[src/rtl/sgu_pkg.sv]
package sgu_pkg;

  // ternary sign encoding used between quantizers, momentum bank and scanner
  typedef enum logic [1:0] {
    TRI_ZERO = 2'b00,
    TRI_POS  = 2'b01,
    TRI_NEG  = 2'b11
  } tri_t;

  // pulse command op codes seen at the command port
  typedef enum logic [1:0] {
    OP_NONE  = 2'b00,
    OP_SET   = 2'b01,
    OP_RESET = 2'b10
  } op_t;

endpackage

[src/rtl/sgu_quant.sv]
module sgu_quant
  import sgu_pkg::*;
#(
  parameter int EW = 8
) (
  input  logic [EW-1:0] err_i,
  input  logic [EW-1:0] thr_i,
  output logic [1:0]    sgn_o
);

  localparam logic [EW-1:0] MOST_NEG = {1'b1, {(EW-1){1'b0}}};
  localparam logic [EW-1:0] MAX_MAG  = {1'b0, {(EW-1){1'b1}}};

  logic          neg;
  logic [EW-1:0] mag;
  logic [EW-1:0] thr_eff;

  always_comb begin
    neg = err_i[EW-1];
    if (!neg)                  mag = err_i;
    else if (err_i == MOST_NEG) mag = MAX_MAG;   // saturate
    else                       mag = -err_i;
    thr_eff = thr_i[EW-1] ? '0 : thr_i;           // negative threshold acts as zero
    if (err_i == '0)           sgn_o = TRI_ZERO;
    else if (mag >= thr_eff)   sgn_o = neg ? TRI_NEG : TRI_POS;
    else                       sgn_o = TRI_ZERO;
  end

endmodule

[src/rtl/sgu_momentum.sv]
module sgu_momentum
  import sgu_pkg::*;
#(
  parameter int COLS = 4
) (
  input  logic              clk,
  input  logic              rst_n,
  input  logic              clr_i,
  input  logic              cap_i,
  input  logic [2*COLS-1:0] cur_i,
  output logic [2*COLS-1:0] gate_o
);

  logic [2*COLS-1:0] mom_q;
  logic [2*COLS-1:0] mom_n;
  logic              mom_en;

  always_comb begin
    mom_en = clr_i | cap_i;
    if (clr_i)      mom_n = '0;
    else            mom_n = cur_i;
  end

  always_ff @(posedge clk or negedge rst_n) begin
    if (!rst_n)      mom_q <= '0;
    else if (mom_en) mom_q <= mom_n;
  end

  // a column passes its sign only on agreement with a nonzero stored sign
  for (genvar c = 0; c < COLS; c++) begin : g_gate
    logic [1:0] cur_c;
    logic [1:0] old_c;
    assign cur_c = cur_i[2*c +: 2];
    assign old_c = mom_q[2*c +: 2];
    assign gate_o[2*c +: 2] = ((cur_c == old_c) && (cur_c != TRI_ZERO)) ? cur_c : TRI_ZERO;
  end

endmodule

[src/rtl/sgu_scan.sv]
module sgu_scan
  import sgu_pkg::*;
#(
  parameter int ROWS = 4,
  parameter int COLS = 4
) (
  input  logic                                   clk,
  input  logic                                   rst_n,
  input  logic                                   start_i,
  input  logic [2*COLS-1:0]                      gate_i,
  input  logic [ROWS-1:0]                        fwd_i,
  input  logic                                   ready_i,
  output logic                                   valid_o,
  output logic [((ROWS>1)?$clog2(ROWS):1)-1:0]   row_o,
  output logic [((COLS>1)?$clog2(COLS):1)-1:0]   col_o,
  output logic [1:0]                             op_o,
  output logic                                   busy_o,
  output logic                                   done_o,
  output logic                                   finish_o,
  output logic [$clog2(ROWS*COLS+1)-1:0]         count_o
);

  localparam int RW  = (ROWS > 1) ? $clog2(ROWS) : 1;
  localparam int CW  = (COLS > 1) ? $clog2(COLS) : 1;
  localparam int PCW = $clog2(ROWS*COLS+1);
  localparam logic [RW-1:0] ROW_LAST = RW'(ROWS-1);
  localparam logic [CW-1:0] COL_LAST = CW'(COLS-1);

  logic           busy_q, busy_n;
  logic           done_q, done_n;
  logic [RW-1:0]  row_q, row_n;
  logic [CW-1:0]  col_q, col_n;
  logic [PCW-1:0] cnt_q, cnt_n;
  logic           st_en;

  logic [1:0] cur_sgn;
  logic       act, fire, adv, last;

  always_comb begin
    cur_sgn = gate_i[2*col_q +: 2];
    act     = busy_q && fwd_i[row_q] && (cur_sgn != TRI_ZERO);
    fire    = act && ready_i;
    adv     = busy_q && (!act || ready_i);                        // stall
    last    = (row_q == ROW_LAST) && (col_q == COL_LAST);
  end

  always_comb begin
    busy_n = busy_q;
    row_n  = row_q;
    col_n  = col_q;
    cnt_n  = cnt_q + PCW'(fire);
    if (start_i && !busy_q) begin
      busy_n = 1'b1;
      row_n  = '0;
      col_n  = '0;
      cnt_n  = '0;
    end else if (adv) begin
      if (last) begin
        busy_n = 1'b0;
      end else if (col_q == COL_LAST) begin
        col_n = '0;
        row_n = row_q + 1'b1;
      end else begin
        col_n = col_q + 1'b1;
      end
    end
    done_n = adv && last;
    st_en  = start_i | busy_q | done_q;
  end

  always_ff @(posedge clk or negedge rst_n) begin
    if (!rst_n) begin
      busy_q <= 1'b0;
      done_q <= 1'b0;
      row_q  <= '0;
      col_q  <= '0;
      cnt_q  <= '0;
    end else if (st_en) begin
      busy_q <= busy_n;
      done_q <= done_n;
      row_q  <= row_n;
      col_q  <= col_n;
      cnt_q  <= cnt_n;
    end
  end

  assign valid_o  = act;
  assign row_o    = row_q;
  assign col_o    = col_q;
  assign op_o     = act ? ((cur_sgn == TRI_POS) ? OP_SET : OP_RESET) : OP_NONE;
  assign busy_o   = busy_q;
  assign done_o   = done_q;
  assign finish_o = adv && last;
  assign count_o  = cnt_q;

endmodule

[src/rtl/sign_update_ctrl.sv]
module sign_update_ctrl
  import sgu_pkg::*;
#(
  parameter int ROWS = 4,
  parameter int COLS = 4,
  parameter int EW   = 8
) (
  input  logic                                 clk,
  input  logic                                 rst_n,
  input  logic                                 start,
  input  logic                                 mom_clr,
  input  logic [COLS*EW-1:0]                   err_flat,
  input  logic [ROWS-1:0]                      fwd_bits,
  input  logic [EW-1:0]                        sigma,
  input  logic                                 cmd_ready,
  output logic                                 cmd_valid,
  output logic [((ROWS>1)?$clog2(ROWS):1)-1:0] cmd_row,
  output logic [((COLS>1)?$clog2(COLS):1)-1:0] cmd_col,
  output logic [1:0]                           cmd_op,
  output logic                                 busy,
  output logic                                 done,
  output logic [$clog2(ROWS*COLS+1)-1:0]       pulse_count
);

  logic [1:0] rs_q;
  logic       rst_int_n;

  // asynchronous assertion, synchronous release
  always_ff @(posedge clk or negedge rst_n) begin
    if (!rst_n) rs_q <= '0;
    else        rs_q <= {rs_q[0], 1'b1};
  end
  assign rst_int_n = rs_q[1];

  logic [COLS*EW-1:0] err_q;
  logic [ROWS-1:0]    fwd_q;
  logic [EW-1:0]      sig_q;
  logic               accept;
  logic               finish;
  logic [2*COLS-1:0]  cur_sgn;
  logic [2*COLS-1:0]  gate_sgn;

  assign accept = start & ~busy;

  always_ff @(posedge clk or negedge rst_int_n) begin
    if (!rst_int_n) begin
      err_q <= '0;
      fwd_q <= '0;
      sig_q <= '0;
    end else if (accept) begin
      err_q <= err_flat;
      fwd_q <= fwd_bits;
      sig_q <= sigma;
    end
  end

  for (genvar c = 0; c < COLS; c++) begin : g_col
    sgu_quant #(.EW(EW)) u_quant (
      .err_i (err_q[c*EW +: EW]),
      .thr_i (sig_q),
      .sgn_o (cur_sgn[2*c +: 2])
    );
  end

  sgu_momentum #(.COLS(COLS)) u_mom (
    .clk    (clk),
    .rst_n  (rst_int_n),
    .clr_i  (mom_clr & ~busy),
    .cap_i  (finish),
    .cur_i  (cur_sgn),
    .gate_o (gate_sgn)
  );

  sgu_scan #(.ROWS(ROWS), .COLS(COLS)) u_scan (
    .clk      (clk),
    .rst_n    (rst_int_n),
    .start_i  (start),
    .gate_i   (gate_sgn),
    .fwd_i    (fwd_q),
    .ready_i  (cmd_ready),
    .valid_o  (cmd_valid),
    .row_o    (cmd_row),
    .col_o    (cmd_col),
    .op_o     (cmd_op),
    .busy_o   (busy),
    .done_o   (done),
    .finish_o (finish),
    .count_o  (pulse_count)
  );

endmodule

[config.mk]
export PLATFORM = sky130hd
export DESIGN_NAME = sign_update_ctrl
export DESIGN_NICKNAME = d
export VERILOG_FILES = /design/src/rtl/sgu_pkg.sv /design/src/rtl/sgu_quant.sv /design/src/rtl/sgu_momentum.sv /design/src/rtl/sgu_scan.sv /design/src/rtl/sign_update_ctrl.sv
export SDC_FILE = /design/constraint.sdc
export NUM_CORES = 1
export LEC_CHECK = 0
export BUFFER_PORTS_ARGS = -buffer_cell sky130_fd_sc_hd__buf_2
export CAP_MARGIN = 10
export CORE_MARGIN = 3
export CORE_UTILIZATION = 55
export CTS_BUF_LIST = sky130_fd_sc_hd__clkbuf_4 sky130_fd_sc_hd__clkbuf_8
export CTS_CLUSTER_DIAMETER = 50
export DETAILED_ROUTE_END_ITERATION = 6
export PLACE_DENSITY = 0.77
export SYNTH_ARGS = -nofsm -noshare
export SYNTH_HDL_FRONTEND = slang
export SYNTH_SLANG_ARGS = --single-unit
[constraint.sdc]
create_clock -name clk -period 4.4 [get_ports clk]
set_clock_uncertainty 0.15 [all_clocks]
set_input_delay 0.22 -clock clk [delete_from_list [all_inputs] [get_ports clk]]
set_output_delay 0.22 -clock clk [all_outputs]
set_load 0.005 [all_outputs]
==> results of run 1 <==
worst register-to-register path: cells and delay by family (launching register included):
kind | cells | cell delay [ps]
fa+ha+maj | 4 | 920
compound gates | 3 | 850
buf+inv | 1 | 100
xor+xnor | 1 | 160
simple gates | 9 | 1440
flops | 1 | 410
cells in the final DEF (no fill, tap or decap), types with 3 or more instances in the layout:
master	netlist	final
nand2_1	163	163
dfrtp_1	65	64
and2_1	3	3
ha_1	36	35
o31ai_1	3	3
nor2b_1	8	8
clkinvlp_4	0	3
buf_4	0	8
o21a_1	5	5
inv_1	14	14
nor2_1	22	21
a21oi_1	11	10
o21ai_0	35	29
clkbuf_8	0	10
nand4_1	4	4
o211ai_1	3	3
xnor2_1	7	7
nor3_1	9	8
dlygate4sd3_1	0	45
nand3_1	9	9
or3_1	4	4
a21o_1	5	5
nand2b_1	16	16
mux2i_1	10	10
xor2_1	10	10
nand3b_1	3	3
o21ai_1	0	6
buf_2	0	62
flip-flops by register name (all words and copies together) (netlist names):
name and flops:
err_q 32, sig_q 8, u_mom.mom_q 8, u_scan.count_o 5, fwd_q 4, rs_q 2, u_scan.col_o 2, u_scan.row_o 2
u_scan.busy_o 1, u_scan.done_o 1
cells in the mapped netlist, types with 2 or more instances:
library cell  count
nand2_1         163
dfrtp_1          65
ha_1             36
o21ai_0          35
nor2_1           22
clkbuf_1         16
nand2b_1         16
inv_1            14
a21oi_1          11
mux2i_1          10
xor2_1           10
nand3_1           9
nor3_1            9
nor2b_1           8
xnor2_1           7
a21o_1            5
o21a_1            5
a2111oi_0         4
nand4_1           4
or3_1             4
and2_1            3
buf_1             3
nand3b_1          3
o211ai_1          3
o31ai_1           3
a22o_1            2
a31oi_1           2
and3_1            2
o2bb2ai_1         2
o41ai_1           2
or3_4             2
or3b_2            2
or4_1             2
layer usage:
layer  track usage [%]  vias up  part of all wire (%)
li1                  -     1916                     -
met1             31.05     1779                    44
met2             41.03       86                    50
met3             4.183       18                   4.5
met4             8.669        0                   1.9
met5                 0        -                     0
power groups by stage:
stage / registers (mW) / logic [mW] / clock network (mW)
floorplan: 1.07 / 1.57 / 0
global placement: 1.15 / 1.88 / 0
detailed placement: 1.17 / 1.97 / 0
CTS: 1.15 / 2.02 / 0.474
global route: 1.21 / 2.47 / 0.504
finish: 1.16 / 2.13 / 0.472
cell type report:
type / count / area [um^2] / area share (%)
well taps: 99 / 123.9 / 2.339
clock buffers: 10 / 137.6 / 2.599
repair buffers: 116 / 848.3 / 16.02
inverters: 14 / 52.55 / 0.9922
clock inverters: 6 / 41.29 / 0.7796
multi-input cells: 400 / 2465 / 46.54
flip-flops and latches: 65 / 1628 / 30.73
repair_timing:
action	4_1_cts	5_1_grt
buffers inserted	0	2
hold endpoints to repair	46	0
hold buffers	45	0
setup endpoints to repair	0	16
resized for setup	0	17
path summary, 6_finish.rpt:
| kind | start | endpoint | cells past startpoint |
|---|---|---|---|
| worst max register to register | err_q[0] | u_scan.count_o[4] | 18 |
| min in group asynchronous | rst_n | rs_q[1] | 2 |
| worst min register to register | rs_q[0] | rs_q[1] | 0 |
| worst max-delay path | err_q[0] | u_scan.count_o[4] | 18 |
| worst min-delay path | start | u_scan.busy_o | 3 |
| max in group asynchronous | rs_q[1] | err_q[22] | 1 |
cell families (layout without fill, tap and decap cells):
| logic type | after synthesis | after routing | synth area share (%) |
|---|---|---|---|
| xor+xnor | 17 | 17 | 3.562 |
| simple gates | 253 | 253 | 27.42 |
| fa+ha+maj | 36 | 36 | 10.78 |
| other cells | 1 | 1 | 0.08971 |
| flops | 65 | 65 | 38.91 |
| buf+inv | 34 | 146 | 3.233 |
| compound gates | 82 | 82 | 13.08 |
| mux | 11 | 11 | 2.933 |
==> summary.txt, run 1 <==
Run status
  • Status: completed

Critical path
  • Buf+Inv Stages, Crit Path: 1
  • Critical path's top delay family: simple AND/OR/NAND/NOR gates
  • Crit Path Max Fanout: 6
  • CP most frequent cell: ha_1
  • CP endpoint kind: flop
  • R2R Setup Slk: 250 ps
  • WS Path Type: flop to flop
  • Worst path slowest cell: or4_4
  • Critical path startpoint category: flop
  • CP Cell Sequence: inv_1, ha_1, nand2_1, or4_4, and2_1, ha_1, nand2b_1, a2111oi_1, nor3_1, o21ai_1, nand2_1, o2111ai_2, nor2_1, ha_1, ha_1, nand4_1, xor2_1, nor2_1
  • Slowest stage delay, CP: 530 ps
  • WP data required: 4470 ps
  • CP arrival: 4210 ps

Pwr
  • Switching pwr: 1.702 mW
  • Sw frac: 45.18%
  • Power Dens Cells: 711.4 nW/um^2
  • P_int: 2.066 mW
  • Pwr Total: 3.768 mW
  • Clock power share: 12.5%
  • Sequential power share: 30.9%
  • Gate power share: 56.6%
  • Worst vdd ir: 0.3282 mV
  • Static Leak: 2.578 nW

Final layout
  • Nets@finish: 691
  • Area grow syn2layout: 26.70%
  • Fillcell total: 556
  • Post-route design area: 5296 um^2
  • Layout cells sized above 1: 17.51%
  • Post-route insts no fill: 710
  • Antenna Cells: 0
  • Layout Utilization: 72.25%

GRT
  • Largest net degree at the start of global routing: 64
  • Tot GR Track Use: 24.17%
  • Vias in the first global route: 3699
  • Global route overflow: 0
  • Initial antenna violation count: 0
  • First-pass GRT wire length: 16.82 mm

Timing
  • Achievable Freq: 0.2411 GHz
  • Min Tclk post-route: 4148 ps
  • Worst slew margin relative to its limit: 46.13%
  • Worst-margin pin slew: 808.1 ps
  • Final setup violation count: 0
  • Setup_tns: 0 ps
  • Final WS setup: 252.0 ps
  • Min Hold Slack: 12.18 ps
  • Final Hold Viols: 0
  • Tcrit/Tclk final: 94.27%
  • Pins Over Slew Limit: 0

Placed design
  • Hpwl dp: 6.488 mm
  • PortBufs: 62
  • Worst slack, placed: 79.48 ps
  • Placement Cell Area: 4586 um^2
  • Final RePlAce weighted congestion: 0.8367
  • DP Cell Count: 646

CTS
  • Clk Latency, worst-skew pair: 340 ps
  • CTS tree: yes
  • Max clock buf depth: 2
  • CTS clk-pin slew, worst paths: 80 ps
  • Root Buffer: clkbuf_8
  • CTS sink cnt: 65
  • H-tree Lvls: 3
  • Num CTS Buffers: 9

Detailed routing
  • DRT Pass-1 Iters: 4
  • Initial DRC Count: 155
  • DR vias: 3799
  • Wire per inst: 14.02 um
  • Via density: 5.351
  • DRT Wirelength: 9.953 mm
  • Routed Antenna Nets: 0
  • DRC: 0

Yosys
  • Avg Inst Size Synth: 8.377 um^2
  • Synth area leader: dfrtp_1
  • Synth warn: 0
  • Number of synthesized flops with an enable pin: 0
  • Synthesized net count: 584
  • Mapped Area: 4180 um^2
  • Cells after synthesis: 499
  • Register area share after synthesis: 38.91%
  • FF+latch count, synth: 65
  • Dominant cells by area after synthesis: dfrtp_1, nand2_1, ha_1
  • Async set-reset flop share out of synthesis: 100.0%
  • Primary FF master, synth: dfrtp_1
  • Number of library cell types mapped by synthesis: 48
  • Yosys top cell area share: 38.91%

Hold path
  • Min-delay worst type: input pin to flop

Floorplan
  • I/O pin count: 63
  • Die area: 8683 um^2
  • Row count: 31
  • Die Height: 93.18 um
  • Starting density of the core: 57.02%
  • Core outline area: 7331 um^2
  • Die width: 93.18 um

Job
  • # Max-Cap Violations: 0
Note: power is estimated with default switching activity, not from simulation.
==> run 2, diff against run 1 <==
--- a/config.mk
+++ b/config.mk
@@ -7,12 +7,12 @@
 export LEC_CHECK = 0
 export BUFFER_PORTS_ARGS = -buffer_cell sky130_fd_sc_hd__buf_2
 export CAP_MARGIN = 10
-export CORE_MARGIN = 3
-export CORE_UTILIZATION = 55
+export CORE_MARGIN = 2
+export CORE_UTILIZATION = 54
 export CTS_BUF_LIST = sky130_fd_sc_hd__clkbuf_4 sky130_fd_sc_hd__clkbuf_8
 export CTS_CLUSTER_DIAMETER = 50
 export DETAILED_ROUTE_END_ITERATION = 6
-export PLACE_DENSITY = 0.77
+export PLACE_DENSITY = 0.79
 export SYNTH_ARGS = -nofsm -noshare
 export SYNTH_HDL_FRONTEND = slang
 export SYNTH_SLANG_ARGS = --single-unit
==> constraint.sdc (replaced) <==
create_clock -name clk -period 3.4 [get_ports clk]
set_clock_uncertainty 0.15 [all_clocks]
set_input_delay 0.17 -clock clk [delete_from_list [all_inputs] [get_ports clk]]
set_output_delay 0.17 -clock clk [all_outputs]
set_load 0.005 [all_outputs]
==> summary.txt, run 2 (synthesis gave the netlist of run 1 again) <==
Pwr
  • Power Dens Cells: 980.2 nW/um^2
  • Switching pwr: 2.568 mW
  • Sw frac: 43.81%
  • Sequential power share: 24.4%
  • Clock power share: 9.9%
  • P_int: 3.294 mW
  • Worst vdd ir: 0.5227 mV
  • Gate power share: 65.7%
  • Static Leak: 2.950 nW

Final layout
  • Post-route insts no fill: 782
  • Layout Utilization: 78.62%
  • Nets@finish: 760
  • Area grow syn2layout: 43.07%
  • Post-route design area: 5981 um^2
  • Reg with most FFs: err_q
  • Max reg flops: 32
  • Layout cells sized above 1: 29.85%
  • Top flop regs: err_q (32), sig_q (8), u_mom.mom_q (8)
  • Antenna Cells: 0
  • Commonest non-fill, non-tap cell in the layout: nand2_1
  • Commonest cells after routing, fill and taps aside: nand2_1, buf_4, dfrtp_1, buf_2, dlygate4sd3_1

Timing
  • Pins Over Slew Limit: 0
  • Worst slew margin relative to its limit: 35.53%
  • Min Tclk post-route: 3864 ps
  • Min Hold Slack: 181.4 ps
  • Final Hold Viols: 0
  • Tcrit/Tclk final: 113.6%
  • Unrepaired setup endpoints after global routing: yes
  • Achievable Freq: 0.2588 GHz
  • Final setup violation count: 22
  • Worst-margin pin slew: 967.1 ps
  • Final WS setup: -463.7 ps

Critical path
  • CP arrival: 3540 ps
  • WP data required: 3080 ps
  • CP Cell Sequence: buf_4, or3_4, or3_4, o21ai_2, o21ai_1, ha_1, a21o_1, a21oi_2, o41ai_4, buf_4, o21ai_2, o22ai_1, o21ai_1, nor2b_2, buf_2
  • CP endpoint kind: output port
  • WS Path Type: flop to output port
  • Crit Path Max Fanout: 3
  • Critical path startpoint category: flop
  • Worst path slowest cell: dfrtp_1
  • Slowest stage delay, CP: 400 ps

GRT
  • Tot GR Track Use: 28.36%
  • First-pass GRT wire length: 19.06 mm
  • Met1 usage: 33.23%
  • Vias in the first global route: 4367
  • Largest net degree at the start of global routing: 45
  • Met2 Resource Use GR: 51.41%
  • Most used routing layer: met2
  • Global route overflow: 0
  • Initial antenna violation count: 0
  • M3 GR Usage: 3.862%

CTS
  • CTS clk-pin slew, worst paths: 70 ps
  • Max clock buf depth: 2
  • Num CTS Buffers: 9
  • H-tree Lvls: 3
  • CTS tree: yes
  • CTS sink cnt: 65
  • Clk Latency, worst-skew pair: 350 ps
  • Root Buffer: clkbuf_8

Detailed routing
  • Via density: 5.368
  • Routed Antenna Nets: 0
  • DR vias: 4198
  • DRC: 0
  • Wire per inst: 14.63 um
  • DRT Pass-1 Iters: 4
  • DRT Wirelength: 11.44 mm
  • Initial DRC Count: 255

Floorplan
  • Row count: 32
  • Starting density of the core: 54.95%
  • I/O pin count: 63
  • Core outline area: 7607 um^2
  • Die area: 8461 um^2
  • Die width: 91.99 um
  • Die Height: 91.99 um

Placed design
  • Worst slack, placed: -412.1 ps
  • DP Cell Count: 710
  • Hpwl dp: 7.611 mm
  • PortBufs: 62
  • Placement Cell Area: 5179 um^2
  • Final RePlAce weighted congestion: 0.8805

Run status
  • Status: finished, violations left
  • Violated checks: setup timing

Job
  • # Max-Cap Violations: 0

Hold path
  • Min-delay worst type: input pin to flop
[run 2: cell types whose count changed in the layout (fill, tap and decap cells not counted), moves of 4 or more]
| cell | change |
|---|---|
| o21ai_1 | +5 |
| inv_2 | +7 |
| inv_1 | -7 |
| o21ai_2 | +4 |
| ha_1 | -4 |
| o21ai_0 | -9 |
| ha_4 | +4 |
| buf_4 | +67 |
[run 2: final cells by class]
cell class / count / area [um^2]
Clock buffer: 12 / 146.4
Clock inverter: 4 / 20.02
Fill cell: 521 / 1627
Inverter: 14 / 52.55
Multi-Input combinational cell: 400 / 2651
Sequential cell: 65 / 1628
Tap cell: 102 / 127.6
Timing Repair Buffer: 185 / 1355
[run 2: per-layer routing]
metal	routed length [um]	part of all wire [%]
met1	4869	43
met3	440	3.8
met4	327	2.9
met5	0	0
met2	5800	51
[run 2: path summary, 6_finish.rpt]
path	from	endpoint	slack, ps	depth (start not counted)
worst max-delay path	err_q[9]	cmd_op[0]	-460	15
worst min-delay path	mom_clr	u_mom.mom_q[4]	180	4
worst max register to register	err_q[9]	u_scan.count_o[4]	-400	18
worst min register to register	rs_q[0]	rs_q[1]	200	0
max in group asynchronous	rs_q[1]	fwd_q[1]	2000	1
min in group asynchronous	rs_q[1]	err_q[3]	260	0
[run 2: power by group through the flow]
| stage | clock network, mW | logic, mW | registers [mW] |
|---|---|---|---|
| CTS | 0.588 | 3.65 | 1.42 |
| global placement | 0 | 3.27 | 1.40 |
| finish | 0.582 | 3.85 | 1.43 |
| global route | 0.620 | 4.25 | 1.48 |
| detailed placement | 0 | 3.45 | 1.43 |
| floorplan | 0 | 2.30 | 1.40 |
[run 2: through the flow]
stage                     setup TNS [ps]  power [mW]
after floorplan                   -964.6       3.699
after CTS                          -4267       5.655
final                              -6026       5.862
after detailed placement           -4841       4.874
after global placement             -2855       4.674
after global routing               -9066       6.345
[run 2: critical path: cells and delay by family, from the launching register on]
family | cells | cell delay [ps]
compound gates | 8 | 1120
buf+inv | 3 | 410
simple gates | 3 | 940
flops | 1 | 400
fa+ha+maj | 1 | 330
[run 2: repair_timing]
item                       4_1_cts  5_1_grt
hold buffers                    47        0
setup buffers                    4        6
setup endpoints to repair       22       22
pin swaps                        6       10
hold endpoints to repair        47        0
resized for setup               18       17
